==> config.mk <==
export PLATFORM = sky130hd
export DESIGN_NAME = rst_glitch_filter
export DESIGN_NICKNAME = d
export VERILOG_FILES = /design/src/rtl/rst_glitch_filter_pkg.sv /design/src/rtl/rst_filter_ctrl.sv /design/src/rtl/rst_filter_datapath.sv /design/src/rtl/rst_glitch_filter.sv
export SDC_FILE = /design/constraint.sdc
export NUM_CORES = 1
export LEC_CHECK = 0
export BUFFER_PORTS_ARGS = -buffer_cell sky130_fd_sc_hd__buf_2
export CAP_MARGIN = 20
export CORE_AREA = 2 2 39 41
export DETAILED_ROUTE_END_ITERATION = 16
export DIE_AREA = 0 0 41 43
export HOLD_SLACK_MARGIN = 0.03
export PLACE_DENSITY_LB_ADDON = 0.2
export REMOVE_ABC_BUFFERS = 1
export SLEW_MARGIN = 10
export SYNTH_ARGS = -nofsm -noshare
export SYNTH_HDL_FRONTEND = slang
export SYNTH_SLANG_ARGS = --single-unit
==> constraint.sdc <==
create_clock -name clk -period 4.1 [get_ports clk]
set_input_delay 0.82 -clock clk [delete_from_list [all_inputs] [get_ports clk]]
set_output_delay 0.82 -clock clk [all_outputs]
set_load 0.005 [all_outputs]
==> src/rtl/rst_glitch_filter_pkg.sv <==
package rst_glitch_filter_pkg;
  typedef struct packed {
    logic digitalOn;  // digital run counter is in use
    logic bypass;     // sampling clock unusable, forced delay-only path
  } filtCtrl_t;
endpackage

==> src/rtl/rst_filter_ctrl.sv <==
module rst_filter_ctrl
  import rst_glitch_filter_pkg::*;
(
  input  logic      clk,
  input  logic      porN,
  input  logic      selWrEn,
  input  logic      selWrData,
  input  logic      stopMode,
  input  logic      subclkMode,
  input  logic      oscStab,
  input  logic      rstActive,
  output filtCtrl_t ctrl,
  output logic      selQ
);
  logic selReg;

  // an internal reset wipes the select bit; it outranks a software write
  always_ff @(posedge clk or negedge porN) begin
    if (!porN)          selReg <= 1'b0;
    else if (rstActive) selReg <= 1'b0;
    else if (selWrEn)   selReg <= selWrData;
  end

  always_comb begin
    ctrl.bypass    = stopMode | subclkMode | oscStab;
    ctrl.digitalOn = selReg & ~ctrl.bypass;
  end

  assign selQ = selReg;

  AST_SEL_CLEARED: assert property (@(posedge clk) disable iff (!porN)
    rstActive |=> !selQ);
  AST_WRITE_LOADS: assert property (@(posedge clk) disable iff (!porN)
    (selWrEn && !rstActive) |=> (selQ == $past(selWrData)));
  AST_WRITE_BLOCKED: assert property (@(posedge clk) disable iff (!porN)
    (selWrEn && selWrData && rstActive) |=> !selQ);
endmodule

==> src/rtl/rst_filter_datapath.sv <==
module rst_filter_datapath
  import rst_glitch_filter_pkg::*;
#(
  parameter int SAMPLES_N = 20,
  parameter int DELAY_CYC = 8
) (
  input  logic      clk,
  input  logic      porN,
  input  logic      rstPinN,
  input  logic      sampleTick,
  input  filtCtrl_t ctrl,
  output logic      rstActive
);
  localparam int CNT_W = $clog2(SAMPLES_N + 1);
  localparam int DLY_W = $clog2(DELAY_CYC + 1);
  localparam logic [CNT_W-1:0] RUN_FULL = CNT_W'(SAMPLES_N);
  localparam logic [DLY_W-1:0] DLY_LAST = DLY_W'(DELAY_CYC - 1);

  logic             syncA, syncPin;
  logic [CNT_W-1:0] runCnt;
  logic [DLY_W-1:0] dlyCnt;
  logic             filtLow;
  logic             mismatch;

  // two-flop synchronizer, idles high (pin released)
  always_ff @(posedge clk or negedge porN) begin
    if (!porN) begin
      syncA   <= 1'b1;
      syncPin <= 1'b1;
    end else begin
      syncA   <= rstPinN;
      syncPin <= syncA;
    end
  end

  // run counter of consecutive low samples, saturating at SAMPLES_N
  always_ff @(posedge clk or negedge porN) begin
    if (!porN)                    runCnt <= '0;
    else if (!ctrl.digitalOn)     runCnt <= '0;
    else if (sampleTick) begin
      if (syncPin)                runCnt <= '0;
      else if (runCnt != RUN_FULL) runCnt <= runCnt + 1'b1;
    end
  end

  always_comb begin
    if (ctrl.digitalOn) filtLow = (runCnt == RUN_FULL);
    else                filtLow = ~syncPin;
    mismatch = (filtLow != rstActive);
  end

  // delay stage: a level must persist DELAY_CYC cycles to pass
  always_ff @(posedge clk or negedge porN) begin
    if (!porN) begin
      dlyCnt    <= '0;
      rstActive <= 1'b0;
    end else if (!mismatch) begin
      dlyCnt <= '0;
    end else if (dlyCnt == DLY_LAST) begin
      dlyCnt    <= '0;
      rstActive <= filtLow;
    end else begin
      dlyCnt <= dlyCnt + 1'b1;
    end
  end

  AST_RUN_BOUNDED: assert property (@(posedge clk) disable iff (!porN)
    runCnt <= RUN_FULL);
  AST_HIGH_RESTARTS: assert property (@(posedge clk) disable iff (!porN)
    (sampleTick && syncPin) |=> (runCnt == '0));
  AST_BYPASS_IDLE: assert property (@(posedge clk) disable iff (!porN)
    ctrl.bypass |=> (runCnt == '0));
  AST_DELAY_FULL: assert property (@(posedge clk) disable iff (!porN)
    !$stable(rstActive) |-> ($past(dlyCnt) == DLY_LAST));
endmodule

==> src/rtl/rst_glitch_filter.sv <==
module rst_glitch_filter
  import rst_glitch_filter_pkg::*;
#(
  parameter int SAMPLES_N = 20,
  parameter int DELAY_CYC = 8
) (
  input  logic clk,
  input  logic porN,
  input  logic rstPinN,
  input  logic sampleTick,
  input  logic selWrEn,
  input  logic selWrData,
  input  logic stopMode,
  input  logic subclkMode,
  input  logic oscStab,
  output logic intRstN,
  output logic selQ
);
  filtCtrl_t ctrl;
  logic      rstActive;

  rst_filter_ctrl uCtrl (
    .clk(clk), .porN(porN), .selWrEn(selWrEn), .selWrData(selWrData),
    .stopMode(stopMode), .subclkMode(subclkMode), .oscStab(oscStab),
    .rstActive(rstActive), .ctrl(ctrl), .selQ(selQ)
  );

  rst_filter_datapath #(.SAMPLES_N(SAMPLES_N), .DELAY_CYC(DELAY_CYC)) uData (
    .clk(clk), .porN(porN), .rstPinN(rstPinN), .sampleTick(sampleTick),
    .ctrl(ctrl), .rstActive(rstActive)
  );

  assign intRstN = ~rstActive;

  AST_OUT_RESET_IDLE: assert property (@(posedge clk) disable iff (!porN)
    $fell(intRstN) |=> !selQ);
endmodule

==> metrics.yaml, run 1 <==
cp-end-kind: "flop"
gp_congestion: 0.748
irDropWorstVdd_mv: 0.200
min-delay-start: "uData.syncA"
hold_viol_final: 0
startpoint: "subclkMode"
dr.pass1.iters: 4
worst_pin_slew_ps: 322
routed_wl_um: 1270
r2r_start: "uData.runCnt[0]"
synthFlopType: "dfrtp_1"
fin_setup_tns_ps: 0
nets: 98
cp.arrival_ps: 2130
syn_to_final_growth_pct: 11.1
cts_max_path_buffers: 2
powerDensity_nw_per_um2: 383
worstPathMaxFanout: 9
coreArea_um2: 1380
critPathKind: "in -> reg"
wl_met3_um: 25
synth_edf_count: 0
layout-drive-gt1-share: 0.200
wl_per_cell_um: 12.6
post-route-util: 0.581
syn-cell-area_um2: 724
n_antenna_cell: 0
start_kind: "input pin"
drv_cap: 0
hold_path_depth: 0
vias: 580
r2r_end: "uData.runCnt[3]"
ys_seq_area_frac: 0.453
ys_async_sr_fraction: 1.00
first_iter_violations: 4
cts_tree: "yes"
cts_buffers: 3
rows: 14
relSlewSlack: 0.785
p_leak_nw: 0.372
die_w_um: 41
initial_utilization: 0.524
ioPinCount: 11
maxSlewViolCount: 0
drc_errors: 0
ant_nets: 0
reg2regPathDepth: 5
hold_class: "reg -> reg"
crit_required_ps: 4250
yosys_warnings: 0
ys_seq_elements: 13
ys_types: 28
clock_latency_ps: 260
dieHeight_um: 43
wl_met1_um: 583
status: "finished clean"
cts_resized: 0
portBuffers: 10
synth_cells: 75
grt_pass1_vias: 507
grt_first_pass_wirelength_um: 2100
min_to: "uData.syncPin"
ctsHoldBuffers: 0
htreeDepth: 1
rsz0062_at_grt: "no"
fin_worst_skew_ps: 0.686
grt-ovfl-total: 0
grt_max_degree: 14
die_area_um2: 1760
r2r_setup_slack_ps: 2450
finalCritPeriodShare: 0.484
grt_usage: 0.181
fmax_mhz: 504
postCtsSetupBuffers: 0
clkTransAtPathRegs_ps: 70
whs_ps: 357
antenna_found_initial: 0
topRoutingLayerUsed: "met4"
cts_sinks: 13
avgViaCountPerCell: 5.74
finalPower_uw: 308
avgSynthCellArea_um2: 9.66
cts_root_buf: "clkbuf_4"
period_minus_slack_ps: 1980
dp_hpwl_um: 994
finalSetupViolCount: 0
wl_met2_um: 639
==> cell families (layout without fill, tap and decap cells) <==
logic type,count (synthesis),count (layout),synth area share
xor+xnor,1,1,0.0121
compound gates,13,13,0.105
flops,13,13,0.452
simple gates,30,30,0.240
buf+inv,9,19,0.0484
fa+ha+maj,3,3,0.0518
mux,6,6,0.0898
==> state kept, by name, summed over array words and instances, names as in the netlist <==
name and count:
uData.runCnt 5, uData.rstActive 1, uData.syncA 1, uData.dlyCnt 4, uCtrl.selQ 1, uData.syncPin 1
==> metal layers <==
metal | vias up | global-route usage
met5 | - | 0
met4 | 0 | 0.120
met3 | 2 | 0.0628
met2 | 8 | 0.263
met1 | 281 | 0.216
li1 | 289 | -
==> power by group <==
part           internal, mW  switching (mW)  leakage [nW]
Sequential            0.146          0.0186         0.168
Clock                0.0376          0.0365        0.0150
Combinational        0.0330          0.0372         0.189
==> cell type report <==
class,instances,area [um2]
clock buffers,4,26.3
fillers,125,579
inverters,5,18.8
multi-input cells,53,362
flip-flops and latches,13,328
well taps,16,20.0
repair buffers,10,50.0
==> critical path, cell delays in order <==
cell and delay, ps:
buf_2 90, or4b_1 700, mux2_4 400, mux2i_1 130
==> cells in the mapped netlist (2+ instances only) <==
master    number  area, um2
o21ai_0        3       15.0
a21oi_1        3       15.0
nand4b_1       2       17.5
dfstp_2        2       52.6
inv_1          5       18.8
ha_1           3       37.5
nor2_1         2       7.51
clkbuf_1       3       11.3
nor3_1         2       10.0
nand3_1        5       25.0
nor2b_1        2       12.5
a31oi_1        4       25.0
nand2_1        7       26.3
or3_1          4       25.0
mux2i_1        5       50.1
dfrtp_1       11        275
==> how the worst max path moves through the flow <==
stage | cells after the start | end | slack (ps)
floorplan | 3 | uData.dlyCnt[0] | 2020
global placement | 4 | uData.dlyCnt[2] | 1860
detailed placement | 4 | uData.dlyCnt[0] | 1830
CTS | 4 | uData.dlyCnt[0] | 2120
global route | 4 | uData.dlyCnt[0] | 2120
finish | 4 | uData.dlyCnt[0] | 2120
==> cells in the final DEF (no fill, tap or decap), drive strengths merged, types with 3 or more instances in the layout <==
master,instances
inv,5
nand3,5
a21oi,3
o21ai,4
or3,4
mux2i,5
ha,3
dfrtp,11
clkbuf,4
nand2,7
a31oi,4
buf,10
==> metrics by stage <==
stage                     setup WS [ps]  cells  instance area [um2]
after global placement             1860     97                  778
after global routing               2120    101                  805
after CTS                          2120    101                  805
final                              2120    101                  805
after floorplan                    2020     71                  708
after detailed placement           1830     97                  778
No activity file was read; power rests on OpenSTA's default activity.
==> run 2: changes to the inputs <==
--- a/config.mk
+++ b/config.mk
@@ -5,11 +5,11 @@
 export SDC_FILE = /design/constraint.sdc
 export NUM_CORES = 1
 export LEC_CHECK = 0
+export ABC_AREA = 1
 export BUFFER_PORTS_ARGS = -buffer_cell sky130_fd_sc_hd__buf_2
 export CAP_MARGIN = 20
-export CORE_AREA = 2 2 39 41
+export CORE_UTILIZATION = 49
 export DETAILED_ROUTE_END_ITERATION = 16
-export DIE_AREA = 0 0 41 43
 export HOLD_SLACK_MARGIN = 0.03
 export PLACE_DENSITY_LB_ADDON = 0.2
 export REMOVE_ABC_BUFFERS = 1
==> constraint.sdc (replaced) <==
create_clock -name clk -period 1.8 [get_ports clk]
set_input_delay 0.36 -clock clk [delete_from_list [all_inputs] [get_ports clk]]
set_output_delay 0.36 -clock clk [all_outputs]
set_load 0.005 [all_outputs]
==> run 2 against run 1 <==
Via count increased by 7.8%. Final cell count increased by 26%. Die area shrank 1.2%. Sequential share of layout area down 3.1 points. Critical endpoint is now uData.dlyCnt[1]. Clock-buffer cell count unchanged. Largest power group unchanged. Combinational power is 110% higher. Critical path depth grew 5.
==> metrics.yaml, run 2 <==
status: "finished clean"
switching_share: 0.291  # -0.00875
crit_path_max_incr_delay_ps: 420  # -280 ps
cp_common_cell: "nand2_1"
synthFlopType: "dfrtp_1"
finalSetupViolCount: 0  # unchanged
critPathKind: "reg -> reg"
grt-ovfl-total: 0  # unchanged
ys_seq_area_frac: 0.424  # -0.0286
cts_max_path_buffers: 2  # unchanged
cp_slowest_cell: "dfrtp_1"
cts_resized: 0  # unchanged
avgViaCountPerCell: 4.92  # -14%
portBuffers: 10  # unchanged
relSlewSlack: 0.810  # +0.0253
largest_reg_flops: 5  # unchanged
ys_types: 21  # -25%
die_area_um2: 1740  # -1.2%
worst_pin_slew_ps: 284  # -38.0 ps
synth_xor_area_frac: 0.0227  # +0.0106
yosys_warnings: 0  # unchanged
fmax_mhz: 749
top_register: "uData.runCnt"
mostFrequentLayoutCells: "24 x nand2_1, 13 x inv_1, 13 x nor2_1, 13 x nand3_1, 11 x dfrtp_1"
grt_usage: 0.168  # -0.0134
synth-simple-area-share: 0.405  # +0.164
crit_chain: "inv_1, ha_1, nand2_1, inv_1, nand2_1, nand2_1, nand3_1, nand2_2, nor2_1"
layout-drive-gt1-share: 0.223  # +0.0232
irDropWorstVdd_mv: 0.733  # +270%
initial_utilization: 0.559  # +0.0358
ys_async_sr_fraction: 1.00  # unchanged
fin_worst_skew_ps: 5.33  # +4.64 ps
synth_edf_count: 0  # unchanged
maxSlewViolCount: 0  # unchanged
n_antenna_cell: 0  # unchanged
power_switching_uw: 199  # +120%
nFillCells: 141  # +13%
drc_errors: 0  # unchanged
rsz0062_at_grt: "no"
hold_class: "in -> reg"
synth_area_leaders: "dfrtp_1 36%, nand2_1 12%, nand3_1 8.4%"
rows: 13  # -1
grt_first_pass_wirelength_um: 2170  # +2.9%
start_kind: "flop"
dp_hpwl_um: 1020  # +2.5%
critPathTopFamily: "simple AND/OR/NAND/NOR gates"
crit_required_ps: 2000  # -2250 ps
yosysTopAreaCell: "dfrtp_1"
dieHeight_um: 41.7  # -3.0%
syn_to_final_growth_pct: 12.6
cp-end-kind: "flop"
avgSynthCellArea_um2: 7.89  # -18%
synth_cells: 98  # +31%
antenna_found_initial: 0  # unchanged
nets: 125  # +28%
routed_wl_um: 1290  # +2.0%
ioPinCount: 11  # unchanged
powerDensity_nw_per_um2: 786  # +100%
reg.largest.list: "uData.runCnt (5), uData.dlyCnt (4)"
layout_setup_ws_ps: 465  # -1650 ps
cts_root_buf: "clkbuf_4"
dr.pass1.iters: 4  # unchanged
vias: 625  # +7.8%
pwr-share-clk: 0.253  # +0.013
path_buf_inv: 2  # +1
seq_power_share: 0.536  # +0.004
finalCritPeriodShare: 0.741
layout_commonest_cell: "nand2_1"
drv_cap: 0  # unchanged
postCtsSetupBuffers: 0  # unchanged
ant_nets: 0  # unchanged
ys_seq_elements: 13  # unchanged
clkTransAtPathRegs_ps: 70  # about the same
cts_tree: "yes"
dp_slack_ps: 480  # -1350 ps
period_minus_slack_ps: 1330
intPower_uw: 485  # +120%
worstPathMaxFanout: 6  # -3
clock_latency_ps: 270  # about the same
coreArea_um2: 1380  # about the same
cts_sinks: 13  # unchanged
grt_max_degree: 14  # unchanged
p_leak_nw: 0.457  # +23%
cp.arrival_ps: 1530  # -600 ps
synthAdderAreaFrac: 0.0485  # -0.00327
synthDominantCellAreaShare: 0.356  # -0.0240
ys_top_cells_by_count: "24 x nand2_1, 13 x inv_1, 13 x nand3_1, 13 x nor2_1, 11 x dfrtp_1"
cts_buffers: 3  # unchanged
first_iter_violations: 9  # +5
grt_pass1_vias: 529  # +4.3%
die_w_um: 41.7  # +1.8%
synth_top_family_by_area: "simple AND/OR/NAND/NOR gates"
hold_viol_final: 0  # unchanged
wl_per_cell_um: 10.2  # -19%
yosysMostFrequentCell: "nand2_1"
fin_setup_tns_ps: 0  # unchanged
syn-cell-area_um2: 773  # +6.7%
synth_compound_area_frac: 0.0227  # -0.0827
p_comb_frac: 0.211  # -0.017
synth_mux_area_frac: 0  # -0.0898
htreeDepth: 1  # unchanged
gp_congestion: 0.842  # +13%
## run 2: layout make-up
cell class / instances / area, um2 / share of cell area
Multi-Input combinational cell: 70 / 385 / 0.443
Tap cell: 15 / 18.8 / 0.0216
Timing Repair Buffer: 11 / 60.1 / 0.0690
Clock buffer: 4 / 26.3 / 0.0302
Inverter: 14 / 52.6 / 0.0603
Sequential cell: 13 / 328 / 0.376
## run 2: worst paths after layout
| kind | start | endpoint | slack [ps] | cells past startpoint |
|---|---|---|---|---|
| min in group asynchronous | porN | uData.rstActive | 500 | 2 |
| max in group asynchronous | porN | uData.syncA | 1020 | 2 |
| setup / recovery | uData.runCnt[0] | uData.dlyCnt[1] | 470 | 9 |
| setup reg to reg | uData.runCnt[0] | uData.dlyCnt[1] | 470 | 9 |
| hold reg to reg | uData.syncA | uData.syncPin | 360 | 0 |
| hold / removal | rstPinN | uData.syncA | 190 | 1 |
## run 2: cell families after synthesis
group                    Yosys count
adder cells (fa/ha/maj)            3
AND/OR/NAND/NOR                   62
buffers and inverters             15
AO/OA/AOI/OAI                      3
flip-flops                        13
XOR/XNOR                           2
## run 2: through the flow
stage / std cells / hold WS, ps / utilization / power (mW) / instance area (um2)
4_1_cts: 127 / 180 / 0.630 / 0.694 / 871
3_5_place_dp: 122 / 257 / 0.604 / 0.514 / 835
2_1_floorplan: 97 / 64.4 / - / 0.465 / 766
5_1_grt: 127 / 174 / 0.630 / 0.728 / 871
3_3_place_gp: 122 / 255 / 0.604 / 0.506 / 835
6_report: 127 / 186 / 0.630 / 0.684 / 871
## run 2: repair_timing
action	in CTS	in global routing
hold buffers	1	0
endpoints found under the hold margin	11	0
setup endpoints to repair	0	0
## run 2: metal layers
| metal | GRT usage | up-vias | part of all wire |
|---|---|---|---|
| met5 | 0 | - | 0 |
| met4 | 0.116 | 0 | 0.032 |
| met3 | 0.0261 | 4 | 0.015 |
| met2 | 0.256 | 7 | 0.46 |
| met1 | 0.218 | 280 | 0.49 |
| li1 | - | 334 | - |
## run 2: power by group through the flow
| stage | combinational [mW] | clock (mW) | sequential (mW) |
|---|---|---|---|
| detailed placement | 0.142 | 0 | 0.372 |
| global placement | 0.137 | 0 | 0.370 |
| global route | 0.166 | 0.190 | 0.372 |
| floorplan | 0.0999 | 0 | 0.365 |
| CTS | 0.147 | 0.180 | 0.366 |
| finish | 0.144 | 0.173 | 0.367 |
==> run 3: changes to the inputs <==
--- a/config.mk
+++ b/config.mk
@@ -8,7 +8,7 @@
 export ABC_AREA = 1
 export BUFFER_PORTS_ARGS = -buffer_cell sky130_fd_sc_hd__buf_2
 export CAP_MARGIN = 20
-export CORE_UTILIZATION = 49
+export CORE_UTILIZATION = 54
 export DETAILED_ROUTE_END_ITERATION = 16
 export HOLD_SLACK_MARGIN = 0.03
 export PLACE_DENSITY_LB_ADDON = 0.2
==> constraint.sdc (replaced) <==
create_clock -name clk -period 1.35 [get_ports clk]
set_input_delay 0.27 -clock clk [delete_from_list [all_inputs] [get_ports clk]]
set_output_delay 0.27 -clock clk [all_outputs]
set_load 0.005 [all_outputs]
==> run 3 against run 2 <==
Final area up 2.9%. Setup slack got worse by 330 ps. Sequential power is 33% higher. Critical path depth decreased by 1. Critical path type unchanged. Largest power group unchanged.
==> metrics.yaml, run 3 (synthesis gave the netlist of run 2 again) <==
dr.pass1.iters: 2  # -2
final_cells: 130  # +2.4%
cts_max_path_buffers: 2  # unchanged
grt-ovfl-total: 0  # unchanged
layout-drive-gt1-share: 0.252  # +0.0290
finalCritPeriodShare: 0.900  # +0.159
largest_reg_flops: 5  # unchanged
syn_to_final_growth_pct: 15.9
cts_tree: "yes"
maxSlewViolCount: 0  # unchanged
layout_commonest_cell: "nand2_1"
dp_cells: 124  # +1.6%
rows: 13  # unchanged
powerDensity_nw_per_um2: 1010  # +28%
hold_class: "in -> reg"
cp_slowest_cell: "dfrtp_1"
clock_latency_ps: 270  # about the same
worst_pin_slew_ps: 297  # +12.4 ps
switching_share: 0.284  # -0.00635
cts_buffers: 3  # unchanged
relSlewSlack: 0.802  # -0.00829
coreArea_um2: 1320  # -4.7%
cts_sinks: 13  # unchanged
p_leak_nw: 0.474  # +3.7%
first_iter_violations: 5  # -4
power_switching_uw: 257  # +29%
ioPinCount: 11  # unchanged
whs_ps: 93.9  # -92.2 ps
initial_utilization: 0.587  # +0.0276
stdcell_area_um2: 896  # +2.9%
vias: 613  # -1.9%
die_area_um2: 1590  # -8.8%
reg.largest.list: "uData.runCnt (5), uData.dlyCnt (4)"
grt_first_pass_wirelength_um: 1930  # -11%
path_buf_inv: 1  # -1
intPower_uw: 647  # +33%
finalPower_uw: 903  # +32%
hold_viol_final: 0  # unchanged
grt_max_degree: 14  # unchanged
n_antenna_cell: 0  # unchanged
seq_power_share: 0.541  # +0.005
pwr-share-clk: 0.252  # about the same
avgViaCountPerCell: 4.72  # -4.2%
fin_setup_tns_ps: 0  # unchanged
routed_wl_um: 1260  # -2.6%
critPathKind: "reg -> reg"
worstPathMaxFanout: 6  # unchanged
drc_errors: 0  # unchanged
cp-end-kind: "flop"
crit_chain: "inv_1, ha_1, nand2_2, nor2_4, nand3_4, nand2_4, nand2_1, nand2_1"
finalSetupViolCount: 0  # unchanged
grt_pass1_vias: 517  # -2.3%
drv_cap: 0  # unchanged
dieHeight_um: 39.8  # -4.5%
dpl-instance-area_um2: 850  # +1.8%
cts_root_buf: "clkbuf_4"
irDropWorstVdd_mv: 0.821  # +12%
cp.arrival_ps: 1430  # -100 ps
reg2regPathDepth: 8  # -1
portBuffers: 10  # unchanged
fin_worst_skew_ps: 0.354  # -4.98 ps
hold_path_depth: 1  # unchanged
ant_nets: 0  # unchanged
die_w_um: 39.8  # -4.5%
gp_congestion: 0.703  # -16%
antenna_found_initial: 0  # unchanged
cp_common_cell: "nand2_1"
nets: 128  # +2.4%
start_kind: "flop"
top_register: "uData.runCnt"
fmax_mhz: 823  # +9.8%
mostFrequentLayoutCells: "23 x nand2_1, 13 x inv_1, 13 x nor2_1, 13 x nand3_1, 11 x dfrtp_1"
htreeDepth: 1  # unchanged
p_comb_frac: 0.207  # -0.004
crit_required_ps: 1560  # -440 ps
clkTransAtPathRegs_ps: 70  # about the same
grt_usage: 0.191  # +0.0225
critPathTopFamily: "simple AND/OR/NAND/NOR gates"
wl_per_cell_um: 9.68  # -4.9%
crit_path_max_incr_delay_ps: 390  # -30 ps
critical_path_depth: 8  # -1
period_minus_slack_ps: 1220  # -119 ps
dp_hpwl_um: 974  # -4.5%
rsz0062_at_grt: "no"
status: "finished clean"
run 3: cell types whose count changed in the layout (fill, tap and decap cells not counted), sizes merged:
cell and change:
buf +3
run 3: what timing repair did:
action                                  4_1_cts  5_1_grt
endpoints found under the setup margin        0        9
hold buffers                                  1        0
endpoints found under the hold margin        11        0
setup buffers                                 0        1
gates resized for setup                       0        1
run 3: final timing paths:
path / end / slack, ps / start
setup reg to reg: uData.runCnt[3] / 130 / uData.runCnt[0]
min in group asynchronous: uData.rstActive / 400 / porN
hold reg to reg: uData.syncPin / 360 / uData.syncA
setup / recovery: uData.runCnt[3] / 130 / uData.runCnt[0]
max in group asynchronous: uData.syncPin / 680 / porN
hold / removal: uData.syncA / 90 / rstPinN
run 3: per-layer routing:
metal | global-route usage | vias up | wire (um)
met5 | 0 | - | 0
met4 | 0.129 | 0 | 14
met3 | 0.0170 | 2 | 21
met2 | 0.320 | 5 | 592
met1 | 0.227 | 265 | 630
li1 | - | 341 | -
run 3: layout make-up:
cell class,instances,area [um2]
sequential,13,328
clock buffer,4,26.3
fill,116,422
tap,15,18.8
multi-input combinational,70,388
timing repair buffer,14,82.6
inverter,14,52.6
run 3: power groups by stage:
stage	combinational (mW)	clock, mW	sequential [mW]
after floorplan	0.133	0	0.486
after global placement	0.183	0	0.492
after detailed placement	0.186	0	0.495
after CTS	0.190	0.242	0.487
after global routing	0.214	0.257	0.492
final	0.187	0.227	0.489
run 3: through the flow:
stage	utilization	worst slack, ps
after floorplan	-	167
after global placement	0.645	112
after detailed placement	0.645	88.1
after CTS	0.672	70.4
after global routing	0.680	19.8
final	0.680	134
